===== src/rtl/ripple_fifo_pkg.sv =====
// Shared types for the ripple-through FIFO.
package ripple_fifo_pkg;

    // Synchronized strobe: its current level and a one-cycle rising-edge pulse.
    typedef struct packed {
        logic level;
        logic rise;
    } strobe_t;

endpackage


===== src/rtl/strobe_sync.sv =====
// strobe_sync
// Brings an asynchronous strobe into the clock domain through SYNC_STAGES
// flops. It then reports the synchronized level and a one-cycle pulse on
// each rising edge.
// Assumes each strobe level is held for at least two clocks.
module strobe_sync
    import ripple_fifo_pkg::*;
#(
    parameter int SYNC_STAGES = 2
) (
    input  logic    clk,
    input  logic    rst_n,
    input  logic    pin,
    output strobe_t st
);
    logic [SYNC_STAGES-1:0] chain_q;
    logic                   prev_q;

    // Shift the raw pin through the synchronizer and keep the last level.
    always_ff @(posedge clk) begin
        if (!rst_n) begin
            chain_q <= '0;
            prev_q  <= 1'b0;
        end else begin
            chain_q <= {chain_q[SYNC_STAGES-2:0], pin};
            prev_q  <= chain_q[SYNC_STAGES-1];
        end
    end

    // Report the level and the rising edge.
    always_comb begin
        st.level = chain_q[SYNC_STAGES-1];
        st.rise  = chain_q[SYNC_STAGES-1] & ~prev_q;
    end
endmodule


===== src/rtl/ripple_stage.sv =====
// ripple_stage
// One register of the chain: a data word and its occupancy bit.
// Assumes the controller never asserts take_in and give_out in the same
// cycle. Loading takes priority if it ever does.
module ripple_stage #(
    parameter int WIDTH = 8
) (
    input  logic             clk,
    input  logic             rst_n,
    input  logic             take_in,
    input  logic             give_out,
    input  logic [WIDTH-1:0] in_data,
    output logic             valid_o,
    output logic [WIDTH-1:0] data_o
);
    // Capture a word, or give up occupancy when the word moves on.
    always_ff @(posedge clk) begin
        if (!rst_n) begin
            valid_o <= 1'b0;
            data_o  <= '0;
        end else if (take_in) begin
            valid_o <= 1'b1;
            data_o  <= in_data;
        end else if (give_out) begin
            valid_o <= 1'b0;
        end
    end
endmodule


===== src/rtl/occupancy_flag.sv =====
// occupancy_flag
// Counts stored words and drives a registered half-full flag. The flag is
// set at HALF_ON words or more.
// Assumes inc and dec each add or remove exactly one occupied stage.
module occupancy_flag #(
    parameter int DEPTH   = 32,
    parameter int HALF_ON = 15,
    parameter int COUNT_W = $clog2(DEPTH + 1)
) (
    input  logic             clk,
    input  logic             rst_n,
    input  logic             inc,
    input  logic             dec,
    input  logic [DEPTH-1:0] valid_vec,
    output logic             half_full
);
    localparam logic [COUNT_W-1:0] HALF_C = COUNT_W'(HALF_ON);

    logic [COUNT_W-1:0] count_q;
    logic [COUNT_W-1:0] count_d;

    // Work out the next count from the accept and retire events.
    always_comb begin
        count_d = count_q;
        if (inc && !dec) count_d = count_q + 1'b1;
        if (dec && !inc) count_d = count_q - 1'b1;
    end

    // Register the count and the flag so that the flag never glitches.
    always_ff @(posedge clk) begin
        if (!rst_n) begin
            count_q   <= '0;
            half_full <= 1'b0;
        end else begin
            count_q   <= count_d;
            half_full <= (count_d >= HALF_C);
        end
    end

    // the count tracks the occupied stages of the chain.
    assert_count_tracks_R9: assert property (@(posedge clk) disable iff (!rst_n)
        count_q == COUNT_W'($countones(valid_vec)));

    // the flag follows the stored-word threshold.
    assert_half_threshold_R9: assert property (@(posedge clk) disable iff (!rst_n)
        half_full == (COUNT_W'($countones(valid_vec)) >= HALF_C));
endmodule


===== src/rtl/ripple_fifo.sv =====
// ripple_fifo
// Fall-through FIFO built as a chain of DEPTH registers of WIDTH bits.
// A load edge places a word at the head, and the word ripples one stage per
// clock toward the tail. A dump edge retires the tail word.
// The head word is held while the load strobe is high, and the tail accepts
// nothing while the dump strobe is high.
// Assumes the strobes are held at least two clocks at each level.
module ripple_fifo
    import ripple_fifo_pkg::*;
#(
    parameter int DEPTH       = 32,
    parameter int WIDTH       = 8,
    parameter int HALF_ON     = 15,
    parameter int SYNC_STAGES = 2
) (
    input  logic             clk,
    input  logic             rst_n,
    input  logic [WIDTH-1:0] din,
    input  logic             load_stb,
    input  logic             dump_stb,
    input  logic             out_en,
    output logic [WIDTH-1:0] dout,
    output logic             dout_drive,
    output logic             in_full,
    output logic             out_ready,
    output logic             half_full
);
    localparam int TAIL = DEPTH - 1;

    strobe_t          ld_st;
    strobe_t          dp_st;
    logic [DEPTH-1:0] vld;
    logic [WIDTH-1:0] stg [DEPTH];
    logic [DEPTH-2:0] adv;
    logic             load_take;
    logic             tail_pop;

    strobe_sync #(.SYNC_STAGES(SYNC_STAGES)) u_load_sync (
        .clk(clk), .rst_n(rst_n), .pin(load_stb), .st(ld_st));
    strobe_sync #(.SYNC_STAGES(SYNC_STAGES)) u_dump_sync (
        .clk(clk), .rst_n(rst_n), .pin(dump_stb), .st(dp_st));

    // Decide which words step forward: into an empty stage, with the head
    // held by the load level and the tail closed by the dump level.
    always_comb begin
        for (int i = 0; i < DEPTH - 1; i++) begin
            adv[i] = vld[i] && !vld[i+1];
            if (i == 0 && ld_st.level)
                adv[i] = 1'b0;
            if (i == DEPTH - 2 && dp_st.level)
                adv[i] = 1'b0;
        end
    end

    // Accept a load only into an empty head; retire only an occupied tail.
    always_comb begin
        load_take = ld_st.rise && !vld[0];
        tail_pop  = dp_st.rise && vld[TAIL];
    end

    for (genvar g = 0; g < DEPTH; g++) begin : g_stage
        if (g == 0) begin : g_head
            ripple_stage #(.WIDTH(WIDTH)) u_stage (
                .clk(clk), .rst_n(rst_n), .take_in(load_take), .give_out(adv[0]),
                .in_data(din), .valid_o(vld[0]), .data_o(stg[0]));
        end else if (g == TAIL) begin : g_tail
            ripple_stage #(.WIDTH(WIDTH)) u_stage (
                .clk(clk), .rst_n(rst_n), .take_in(adv[g-1]), .give_out(tail_pop),
                .in_data(stg[g-1]), .valid_o(vld[g]), .data_o(stg[g]));
        end else begin : g_mid
            ripple_stage #(.WIDTH(WIDTH)) u_stage (
                .clk(clk), .rst_n(rst_n), .take_in(adv[g-1]), .give_out(adv[g]),
                .in_data(stg[g-1]), .valid_o(vld[g]), .data_o(stg[g]));
        end
    end

    occupancy_flag #(.DEPTH(DEPTH), .HALF_ON(HALF_ON)) u_occ (
        .clk(clk), .rst_n(rst_n), .inc(load_take), .dec(tail_pop),
        .valid_vec(vld), .half_full(half_full));

    // Present the status bits and the tail word, or all ones when disabled.
    always_comb begin
        in_full    = vld[0];
        out_ready  = vld[TAIL];
        dout_drive = out_en;
        dout       = out_en ? stg[TAIL] : '1;
    end

    // a reset cycle leaves the chain empty.
    assert_reset_empty_R1: assert property (@(posedge clk)
        !rst_n |=> (vld == '0));

    // a held load strobe keeps the head word in place.
    assert_head_held_R3: assert property (@(posedge clk) disable iff (!rst_n)
        (vld[0] && ld_st.level) |=> vld[0]);

    // a load edge on an occupied head leaves its word untouched.
    assert_no_overwrite_R7: assert property (@(posedge clk) disable iff (!rst_n)
        (vld[0] && ld_st.rise) |=> (vld[0] && $stable(stg[0])));

    // a dump edge on an occupied tail empties it.
    assert_tail_retired_R5: assert property (@(posedge clk) disable iff (!rst_n)
        (dp_st.rise && vld[TAIL]) |=> !vld[TAIL]);

    // an empty tail stays empty while the dump strobe is high.
    assert_tail_closed_R5: assert property (@(posedge clk) disable iff (!rst_n)
        (dp_st.level && !vld[TAIL]) |=> !vld[TAIL]);

    // an occupied stage stays occupied unless its word is passed on.
    assert_word_kept_R4: assert property (@(posedge clk) disable iff (!rst_n)
        (vld[1] && vld[2]) |=> vld[1]);
endmodule


===== config.mk =====
export PLATFORM = sky130hd
export DESIGN_NAME = ripple_fifo
export DESIGN_NICKNAME = d
export VERILOG_FILES = /design/src/rtl/ripple_fifo_pkg.sv /design/src/rtl/strobe_sync.sv /design/src/rtl/ripple_stage.sv /design/src/rtl/occupancy_flag.sv /design/src/rtl/ripple_fifo.sv
export SDC_FILE = /design/constraint.sdc
export NUM_CORES = 1
export LEC_CHECK = 0
export ABC_AREA = 0
export BUFFER_PORTS_ARGS = -buffer_cell sky130_fd_sc_hd__buf_2
export CORE_ASPECT_RATIO = 0.7
export CORE_MARGIN = 2
export CORE_UTILIZATION = 29
export CTS_BUF_LIST = sky130_fd_sc_hd__clkbuf_4
export CTS_CLUSTER_SIZE = 30
export DETAILED_ROUTE_END_ITERATION = 8
export PLACE_DENSITY_LB_ADDON = 0.08
export SLEW_MARGIN = 20
export SYNTH_ARGS = -nofsm -noshare
export SYNTH_HDL_FRONTEND = slang
export SYNTH_SLANG_ARGS = --single-unit

===== constraint.sdc =====
create_clock -name clk -period 2.05 [get_ports clk]
set_clock_uncertainty 0.2 [all_clocks]
set_input_delay 0.205 -clock clk [delete_from_list [all_inputs] [get_ports clk]]
set_output_delay 0.205 -clock clk [all_outputs]
set_load 0.03 [all_outputs]

==> results.toml <==
[status]
status = "completed"

[grt]
grt_usage_pct = 12.2
antenna_found_initial = 1
grt_pass1_wl_um = 40600
grt_start_max_net_pins = 101
grt_overflow = 0
grt_pass1_vias = 8110

[worst_setup_path]
cp_data_required_time_ns = 2.47
start_kind = "flip-flop"
crit_type = "flip-flop to flip-flop"
end_kind = "flip-flop"
cp_data_arrival_time_ns = 2.33
crit_fanout = 9

[clock_tree]
insertion_delay_ns = 0.73
htree_num_levels = 3
cts_buffers = 82
clock_path_buffers = 3
cts_tree = "yes"
post_cts_buffers = 0
cts_sinks = 301
clk_pin_slew_ns = 0.06
cts-root-buf = "clkbuf_4"

[cells_and_area]
drive_gt1_share_pct = 12.2
layout.nets = 1392
final_cell_mix = "500 x nand2_1, 301 x dfxtp_1, 261 x a21boi_0"
area_growth_syn_to_layout_pct = 15.6
utilization_pct = 34.2
mostFrequentLayoutCell = "nand2_1"

[yosys]
synth_cell_type_count = 37
netlist_area_um2 = 11400
synthArstFlopShare_pct = 0
ys_ff_latch = 301
ys_warn_count = 0
synth-edff-count = 0
syn_nets = 1340
ys.flop_type = "dfxtp_1"
syn_avg_cell_area_um2 = 8.63
syn_inst = 1325
ys_seq_area_share_pct = 52.7

[hold_path]
hp-class = "primary input to flip-flop"

[sta]
layout_min_cycle_time_ns = 1.91
setup_viol = 0
hold_viol = 0
layout_setup_ws_ns = 0.139
fmax_ghz = 0.523
max_slew_margin_pct = 56.8
whs_ns = 0.112
fin_crit_sh_pct = 93.2
max_slew.worst_pin.slew_ns = 0.647
slew_viol_final = 0
finalSetupTns_ns = 0
rsz0062_at_grt = "false"

[routing]
routed_via_density = 4.24
wl_per_cell_um = 12.1
drt_first_pass_iters = 4
num_vias = 8297
wl_um = 23700
ant_nets = 0
drc = 0
drtIter0Drc = 392

[placement]
pre_cts_slack_ns = 0.147
place_congestion = 0.688
hpwl_um = 15600
numPortBuffers = 24

[die]
core.rowCount = 60
initial_core_util_pct = 29.6
chipHeight_um = 170
ios = 25
dieArea_um2 = 41000
die_x_um = 241
core-area_um2 = 38700

[run]
cap_violations = 0

[power]
powerDensity_nw_per_um2 = 865
p_leak_nw = 4.37
finalPower_mw = 11.4
vdd_drop_max_mv = 0.356
-- critical path, stage by stage, from the launching register on --
cell	delay (ns)
dfxtp_1	0.38
nor3b_4	0.42
and3_1	0.24
a32oi_1	0.12
mux2i_1	0.15
a311o_1	0.28
-- per-layer routing --
layer / share of wire [%] / global-route usage [%]
met5: 0 / 0
met1: 59 / 18.7
met4: 2.8 / 5.48
met2: 34 / 14.9
met3: 4.2 / 3.80
-- layout make-up --
type	instances	area (µm²)
clock buffers	123	923
clock inverters	13	78.8
multi-input cells	926	5020
repair buffers	63	497
flip-flops and latches	301	6030
fillers	4102	25400
inverters	3	11.3
well taps	527	659
diodes	2	5.00
-- timing repair --
item                       CTS  global route
setup endpoints to repair    0             1
hold endpoints to repair   301             0
resized for setup            0             1
hold buffers                21             0
-- Yosys cell counts (4+ instances only) --
master,number,share of area [%]
nor2b_1,55,3.0
mux2i_1,26,2.3
dfxtp_1,301,53
nand2b_1,38,2.1
nand2_1,500,16
and2_1,9,0.49
buf_1,47,1.5
a21boi_0,261,17
buf_2,4,0.18
clkbuf_1,41,1.3
-- stage by stage --
step           area [µm²]  cells
3_3_place_gp        12000   1799
6_report            13200   1958
3_5_place_dp        12000   1799
2_1_floorplan       11400   1325
5_1_grt             13200   1958
4_1_cts             13200   1956
-- state kept, by name, summed over array words and instances, names as in the netlist --
register	cells
g_stage.g_head.u_stage.data_o	8
g_stage.g_head.u_stage.valid_o	1
g_stage.g_mid.u_stage.data_o	240
g_stage.g_mid.u_stage.valid_o	30
g_stage.g_tail.u_stage.data_o	8
g_stage.g_tail.u_stage.valid_o	1
u_dump_sync.chain_q	2
u_dump_sync.prev_q	1
u_load_sync.chain_q	2
u_load_sync.prev_q	1
u_occ.count_q	6
u_occ.half_full	1
-- cell families after synthesis --
group                    share of synthesized area, %
multiplexers                                     2.28
buffers and inverters                            3.43
AO/OA/AOI/OAI                                    18.1
AND/OR/NAND/NOR                                  23.1
adder cells (fa/ha/maj)                         0.219
flip-flops                                       52.7
XOR/XNOR                                        0.230
-- worst paths after layout --
kind / startpoint / slack (ns) / endpoint / cells past startpoint
worst max-delay path: u_load_sync.chain_q[1] / 0.14 / u_occ.half_full / 5
worst min-delay path: din[1] / 0.11 / g_stage[0].g_head.u_stage.data_o[1] / 4
worst max register to register: u_load_sync.chain_q[1] / 0.14 / u_occ.half_full / 5
worst min register to register: u_load_sync.chain_q[0] / 0.22 / u_load_sync.chain_q[1] / 1
-- report_power, final --
part / total, mW / switching, mW / internal [mW]
Sequential: 5.88 / 0.0131 / 5.86
Clock: 5.27 / 2.44 / 2.83
Combinational: 0.287 / 0.143 / 0.143
Total: 11.4 / 2.60 / 8.84
No activity file was read; power rests on OpenSTA's default activity.
